==> src/rtl/pwm_bank_pkg.sv <==
package pwm_bank_pkg;
   localparam int unsigned CNT_W = 32;

   localparam logic [5:0] A_VER   = 6'h00;
   localparam logic [5:0] A_ID    = 6'h04;
   localparam logic [5:0] A_SCR   = 6'h08;
   localparam logic [5:0] A_MAGIC = 6'h0C;
   localparam logic [5:0] A_CFG   = 6'h10;
   localparam logic [5:0] A_NCH   = 6'h14;

   localparam logic [1:0] PG_GLOB = 2'b00;
   localparam logic [1:0] PG_PER  = 2'b01;
   localparam logic [1:0] PG_DUTY = 2'b10;
   localparam logic [1:0] PG_OFF  = 2'b11;

   localparam logic [31:0] MAGIC_WORD = 32'h601A3471;
   localparam logic [15:0] VER_MAJOR  = 16'd2;

   typedef struct packed {
      logic [CNT_W-1:0] per;
      logic [CNT_W-1:0] duty;
      logic [CNT_W-1:0] off;
   } chan_cfg_t;
endpackage

==> src/rtl/pwm_bank_regs.sv <==
module pwm_bank_regs
   import pwm_bank_pkg::*;
#(
   parameter int unsigned NCH       = 4,
   parameter int unsigned AW        = 8,
   parameter logic [31:0] ID_VAL    = 32'd5,
   parameter int unsigned VER_MINOR = 1,
   parameter int unsigned VER_PATCH = 0
) (
   input  logic          clk,
   input  logic          rst_n,
   input  logic          wr_i,
   input  logic          rd_i,
   input  logic [AW-1:0] addr_i,
   input  logic [31:0]   wdata_i,
   output logic [31:0]   rdata_o,
   output logic          core_rst_o,
   output logic          hold_o,
   output logic          load_o,
   output chan_cfg_t     shd_o [NCH]
);
   localparam logic [31:0] VER_WORD = {VER_MAJOR, 8'(VER_MINOR), 8'(VER_PATCH)};
   localparam logic [31:0] NCH_WORD = 32'(NCH);

   logic [31:0]      scr_q;
   logic             rst_q;
   logic [CNT_W-1:0] per_q  [NCH];
   logic [CNT_W-1:0] duty_q [NCH];
   logic [CNT_W-1:0] off_q  [NCH];

   logic       in_pg;
   logic [1:0] pg;
   logic [3:0] idx;
   logic       cfg_wr;
   logic [31:0] rd_mux;

   assign in_pg  = ((addr_i >> 8) == '0) && (addr_i[1:0] == 2'b00);
   assign pg     = addr_i[7:6];
   assign idx    = addr_i[5:2];
   assign cfg_wr = wr_i && in_pg && (pg == PG_GLOB) && (addr_i[5:0] == A_CFG);

   assign hold_o     = cfg_wr ? wdata_i[0] : rst_q;
   assign load_o     = cfg_wr && wdata_i[1] && !wdata_i[0];
   assign core_rst_o = rst_q;

   always_ff @(posedge clk or negedge rst_n) begin
      if (!rst_n) begin
         scr_q <= '0;
         rst_q <= 1'b1;
      end else if (wr_i && in_pg && pg == PG_GLOB) begin
         if (addr_i[5:0] == A_SCR) scr_q <= wdata_i;
         if (addr_i[5:0] == A_CFG) rst_q <= wdata_i[0];
      end
   end

   for (genvar n = 0; n < NCH; n++) begin : g_shd
      always_ff @(posedge clk or negedge rst_n) begin
         if (!rst_n) begin
            per_q[n]  <= '0;
            duty_q[n] <= '0;
            off_q[n]  <= '0;
         end else if (wr_i && in_pg && idx == 4'(n)) begin
            if (pg == PG_PER)  per_q[n]  <= wdata_i;
            if (pg == PG_DUTY) duty_q[n] <= wdata_i;
            if (pg == PG_OFF)  off_q[n]  <= wdata_i;
         end
      end
      assign shd_o[n] = '{per: per_q[n], duty: duty_q[n], off: off_q[n]};
   end

   always_comb begin
      rd_mux = '0;
      if (in_pg) begin
         if (pg == PG_GLOB) begin
            case (addr_i[5:0])
               A_VER:   rd_mux = VER_WORD;
               A_ID:    rd_mux = ID_VAL;
               A_SCR:   rd_mux = scr_q;
               A_MAGIC: rd_mux = MAGIC_WORD;
               A_CFG:   rd_mux = {31'd0, rst_q};
               A_NCH:   rd_mux = NCH_WORD;
               default: rd_mux = '0;
            endcase
         end else begin
            for (int n = 0; n < NCH; n++) begin
               if (idx == 4'(n)) begin
                  case (pg)
                     PG_PER:  rd_mux = per_q[n];
                     PG_DUTY: rd_mux = duty_q[n];
                     default: rd_mux = off_q[n];
                  endcase
               end
            end
         end
      end
   end

   always_ff @(posedge clk or negedge rst_n) begin
      if (!rst_n)    rdata_o <= '0;
      else if (rd_i) rdata_o <= rd_mux;
   end

   // the magic word is returned on every read of its address
   p_magic_r2: assert property (@(posedge clk) disable iff (!rst_n)
      (rd_i && (addr_i == AW'(A_MAGIC))) |=> (rdata_o == MAGIC_WORD));

   // the load bit never reads back as set
   p_load_rd0_r5: assert property (@(posedge clk) disable iff (!rst_n)
      (rd_i && (addr_i == AW'(A_CFG))) |=> !rdata_o[1]);
endmodule

==> src/rtl/pwm_bank_chan.sv <==
module pwm_bank_chan
   import pwm_bank_pkg::*;
(
   input  logic      clk,
   input  logic      rst_n,
   input  logic      hold_i,
   input  logic      load_i,
   input  chan_cfg_t shd_i,
   output logic      pwm_o
);
   chan_cfg_t        act_q;
   logic             run_q;
   logic [CNT_W-1:0] cnt_q;

   always_ff @(posedge clk or negedge rst_n) begin
      if (!rst_n) begin
         act_q <= '0;
         run_q <= 1'b0;
         cnt_q <= '0;
      end else if (hold_i) begin
         act_q <= '0;
         run_q <= 1'b0;
         cnt_q <= '0;
      end else if (load_i) begin
         act_q <= shd_i;
         run_q <= (shd_i.off == '0);
         cnt_q <= '0;
      end else if (act_q.per != '0) begin
         if (!run_q) begin
            if (cnt_q >= act_q.off - 1'b1) begin
               run_q <= 1'b1;
               cnt_q <= '0;
            end else begin
               cnt_q <= cnt_q + 1'b1;
            end
         end else if (cnt_q >= act_q.per - 1'b1) begin
            cnt_q <= '0;
         end else begin
            cnt_q <= cnt_q + 1'b1;
         end
      end
   end

   assign pwm_o = run_q && (act_q.per != '0) && (cnt_q < act_q.duty);

   // the running counter never reaches the committed period
   p_cnt_bound_r6: assert property (@(posedge clk) disable iff (!rst_n)
      (run_q && act_q.per != '0) |-> (cnt_q < act_q.per));

   // every load sends the counter back to zero
   p_load_restart_r10: assert property (@(posedge clk) disable iff (!rst_n)
      (load_i && !hold_i) |=> (cnt_q == '0));

   // committed settings only move on a load or a reset
   p_hold_cfg_r4: assert property (@(posedge clk) disable iff (!rst_n)
      (!load_i && !hold_i) |=> $stable(act_q));
endmodule

==> src/rtl/pwm_bank.sv <==
module pwm_bank
   import pwm_bank_pkg::*;
#(
   parameter int unsigned NCH       = 4,
   parameter int unsigned AW        = 8,
   parameter logic [31:0] ID_VAL    = 32'd5,
   parameter int unsigned VER_MINOR = 1,
   parameter int unsigned VER_PATCH = 0
) (
   input  logic           clk,
   input  logic           rst_n,
   input  logic           bus_wr,
   input  logic           bus_rd,
   input  logic [AW-1:0]  bus_addr,
   input  logic [31:0]    bus_wdata,
   output logic [31:0]    bus_rdata,
   output logic [NCH-1:0] pwm_o
);
   if (NCH < 1 || NCH > 16) begin : g_bad_nch
      $error("pwm_bank: NCH must lie in 1..16");
   end
   if (AW < 8) begin : g_bad_aw
      $error("pwm_bank: AW must be at least 8");
   end
   if (VER_MINOR > 255 || VER_PATCH > 255) begin : g_bad_ver
      $error("pwm_bank: version fields are 8 bits wide");
   end

   logic      core_rst;
   logic      hold;
   logic      load;
   chan_cfg_t shd [NCH];

   pwm_bank_regs #(
      .NCH(NCH), .AW(AW), .ID_VAL(ID_VAL),
      .VER_MINOR(VER_MINOR), .VER_PATCH(VER_PATCH)
   ) u_regs (
      .clk       (clk),
      .rst_n     (rst_n),
      .wr_i      (bus_wr),
      .rd_i      (bus_rd),
      .addr_i    (bus_addr),
      .wdata_i   (bus_wdata),
      .rdata_o   (bus_rdata),
      .core_rst_o(core_rst),
      .hold_o    (hold),
      .load_o    (load),
      .shd_o     (shd)
   );

   for (genvar n = 0; n < NCH; n++) begin : g_ch
      pwm_bank_chan u_ch (
         .clk   (clk),
         .rst_n (rst_n),
         .hold_i(hold),
         .load_i(load),
         .shd_i (shd[n]),
         .pwm_o (pwm_o[n])
      );
   end

   // soft reset silences every output
   p_rst_quiet_r1: assert property (@(posedge clk) disable iff (!rst_n)
      core_rst |-> (pwm_o == '0));
endmodule

==> config.mk <==
export PLATFORM = sky130hd
export DESIGN_NAME = pwm_bank
export DESIGN_NICKNAME = d
export VERILOG_FILES = /design/src/rtl/pwm_bank_pkg.sv /design/src/rtl/pwm_bank_regs.sv /design/src/rtl/pwm_bank_chan.sv /design/src/rtl/pwm_bank.sv
export SDC_FILE = /design/constraint.sdc
export NUM_CORES = 2
export LEC_CHECK = 0
export ABC_AREA = 1
export BUFFER_PORTS_ARGS = -buffer_cell sky130_fd_sc_hd__buf_2
export CORE_MARGIN = 4
export CORE_UTILIZATION = 60
export DETAILED_ROUTE_END_ITERATION = 6
export PLACE_DENSITY_LB_ADDON = 0.05
export SLEW_MARGIN = 25
export SYNTH_ARGS = -nofsm -noshare
export SYNTH_HDL_FRONTEND = slang
export SYNTH_SLANG_ARGS = --single-unit
==> constraint.sdc <==
create_clock -name clk -period 9.25 [get_ports clk]
set_clock_uncertainty 0.05 [all_clocks]
set_input_delay 0.925 -clock clk [delete_from_list [all_inputs] [get_ports clk]]
set_output_delay 0.925 -clock clk [all_outputs]
set_load 0.05 [all_outputs]
==> qor.yml <==
async_flop_share: 1.00
dp_hpwl_um: 138000
drc: 0
start_kind: "input port"
worstHoldPathType: "input port to async pin"
clock_latency_ns: 0.70
ff2ff_setup_slack_ns: 4.82
initial_core_util: 0.609
cts_buffers: 104
cts_setup_buffers: 0
cp_data_required_time_ns: 9.82
peakVddDrop_mv: 0.157
slowest_delay_ns: 0.62
power.density_nw_per_um2: 213
finalSetupTns_ns: 0
mappedNetlistNets: 7854
max_freq_ghz: 0.221
synth_area_leader_cell: "dfrtp_1"
syn_area_um2: 57200
finalWeightedCongestion: 1.02
syn_to_final_growth_pct: 8.21
syn_area_per_cell_um2: 7.72
dieWidth_um: 317
synth_area_leaders: "dfrtp_1 (42%), nand2_1 (12%), ha_1 (8.8%)"
overflow: 0
finalCriticalPeriod_ns: 4.52
num_io_pins: 80
finish.net_count: 7754
via_per_inst: 6.04
grt_max_degree: 168
place.port_buffers: 79
finalWirelength_um: 196000
cts_htree_levels: 3
post-route-period-util: 0.488
cp.arrival_ns: 5.09
synth_edf_count: 0
ant_nets: 0
post_cts_resized: 0
vias: 52300
yosys.area.top_type_share: 0.422
setup_viol: 0
track_usage: 0.389
crit_top_cell: "nand2_1"
core_area_um2: 93900
worst_pin_slew_ns: 1.20
status: "finished clean"
crit_slowest_cell: "buf_4"
path_cells: "buf_2, inv_1, ha_4, nand2_1, nor2_4, nand2_1, o21ai_4, buf_4, nand2_8, inv_2, buf_4, o21ai_2, buf_4, nor3_1, nand2_1, nand2_1"
syn_inst: 7410
yosysMostFrequentCell: "nand2_1"
ys_top_cells_by_count: "nand2_1 (1,815), dfrtp_1 (964), inv_1 (901), o21ai_0 (806), nor2_1 (546)"
hold_slack_ns: 0.144
p_leak_nw: 30.1
place_area_um2: 58400
grt_pass1_wl_um: 298000
crit_type: "input port to register"
fp.dieArea_um2: 100000
crit_fanout: 71
cts_root_buffer: "clkbuf_16"
yosysWarningCount: 0
routedWlPerCell_um: 22.6
synthFlopType: "dfrtp_1"
cts.sinks: 965
grt_pass1_vias: 49200
maxCapViolations: 0
ys_ff_latch: 965
clk_pin_slew_ns: 0.06
cts.path.max_buffers: 3
first_iter_violations: 6324
cts-hold-fix-buffers: 0
seq_area_frac_synth: 0.422
layout-drive-gt1-share: 0.0498
end_kind: "register"
grt_setup_unrepaired: "false"
hold_viol: 0
slew_headroom: 0.192
drtPass1Iterations: 6
ys_types: 53
maxSlewViolCount: 0
tritoncts: "built"
fp-row-count: 112
die_h_um: 317
final_cell_area_um2: 61900
antenna_found_initial: 6
## layer usage
| layer | vias up | global-route usage | share of wire |
|---|---|---|---|
| li1 | 24200 | - | - |
| met1 | 25000 | 0.547 | 0.41 |
| met2 | 2566 | 0.568 | 0.42 |
| met3 | 506 | 0.102 | 0.11 |
| met4 | 4 | 0.173 | 0.052 |
| met5 | - | 0.00870 | 0.00063 |
## per-stage QoR
stage	cells	utilization	power (mW)	setup slack [ns]
after CTS	8648	0.659	13.1	4.60
after global placement	8457	0.621	8.74	4.11
final	8654	0.659	13.2	4.73
after floorplan	7410	-	7.77	5.97
after detailed placement	8458	0.622	8.87	4.17
after global routing	8648	0.659	13.9	4.47
## where the power goes
part           internal [mW]  total (mW)  switching (mW)
sequential              4.89        5.44           0.543
clock                   2.47        4.27            1.81
combinational           1.17        3.45            2.27
total                   8.53        13.2            4.62
## cells in the final DEF, fill, tap and decap left out, types with 10 or more instances in the layout
cell type,instances
xnor2_1,47
buf_2,78
clkbuf_8,26
o21ai_0,806
o21ai_1,23
clkbuf_1,17
o22ai_1,210
inv_2,14
nand2_2,11
nand4_1,109
o211ai_1,29
nor3_1,169
nor2_1,544
xor2_1,266
o21a_1,14
buf_4,41
nor4_1,64
inv_1,894
a22o_1,18
nand3_1,263
a221oi_1,13
dfrtp_1,964
nand2_1,1799
a211oi_1,15
a21oi_1,302
clkbuf_16,104
clkinv_2,24
ha_1,397
o2111ai_1,13
nor2_2,10
## registers in the layout (all words and copies together) (netlist names)
name,count
g_ch.u_ch.run_q,4
u_regs.rdata_o,32
g_ch.u_ch.act_q,384
u_regs.shd_o,384
u_regs.core_rst_o,1
g_ch.u_ch.cnt_q,128
u_regs.scr_q,32
## final timing paths
kind,start,endpoint,cells after the start
worst min register to register,u_regs.rdata_o[30]$_DFFE_PN0P_,u_regs.rdata_o[30]$_DFFE_PN0P_,2
min in group clk,u_regs.rdata_o[30]$_DFFE_PN0P_,u_regs.rdata_o[30]$_DFFE_PN0P_,2
worst max-delay path,bus_addr[7],g_ch[1].u_ch.cnt_q[9]$_DFFE_PN0P_,16
worst min-delay path,rst_n,g_ch[0].u_ch.cnt_q[18]$_DFFE_PN0P_,1
max in group asynchronous,rst_n,g_ch[3].u_ch.cnt_q[25]$_DFFE_PN0P_,3
worst max register to register,g_ch[2].u_ch.act_q[64]$_DFFE_PN0P_,g_ch[2].u_ch.cnt_q[6]$_DFFE_PN0P_,21
## cells by family after synthesis
| logic type | after synthesis | synth area share |
|---|---|---|
| multiplexers | 1 | 0.000175 |
| buffers and inverters | 1246 | 0.0832 |
| XOR/XNOR | 313 | 0.0479 |
| AO/OA/AOI/OAI | 1482 | 0.142 |
| adder cells (fa/ha/maj) | 400 | 0.0875 |
| flip-flops | 965 | 0.422 |
| AND/OR/NAND/NOR | 3003 | 0.217 |
## worst max-delay path, delay by kind of cell
| kind | cells | cell delay, ns |
|---|---|---|
| AO/OA/AOI/OAI | 2 | 0.20 |
| AND/OR/NAND/NOR | 7 | 1.41 |
| adder cells (fa/ha/maj) | 1 | 0.47 |
| buffers and inverters | 6 | 1.98 |
## final cells by class
type | count | area, um^2
antenna | 6 | 15.0
clock buffer | 147 | 3020
clock inverter | 43 | 435
fill | 8175 | 32000
inverter | 914 | 3440
multi-input combinational | 5199 | 28400
sequential | 965 | 24100
tap | 1254 | 1570
timing repair buffer | 126 | 820
(Power assumes the default switching activity.)
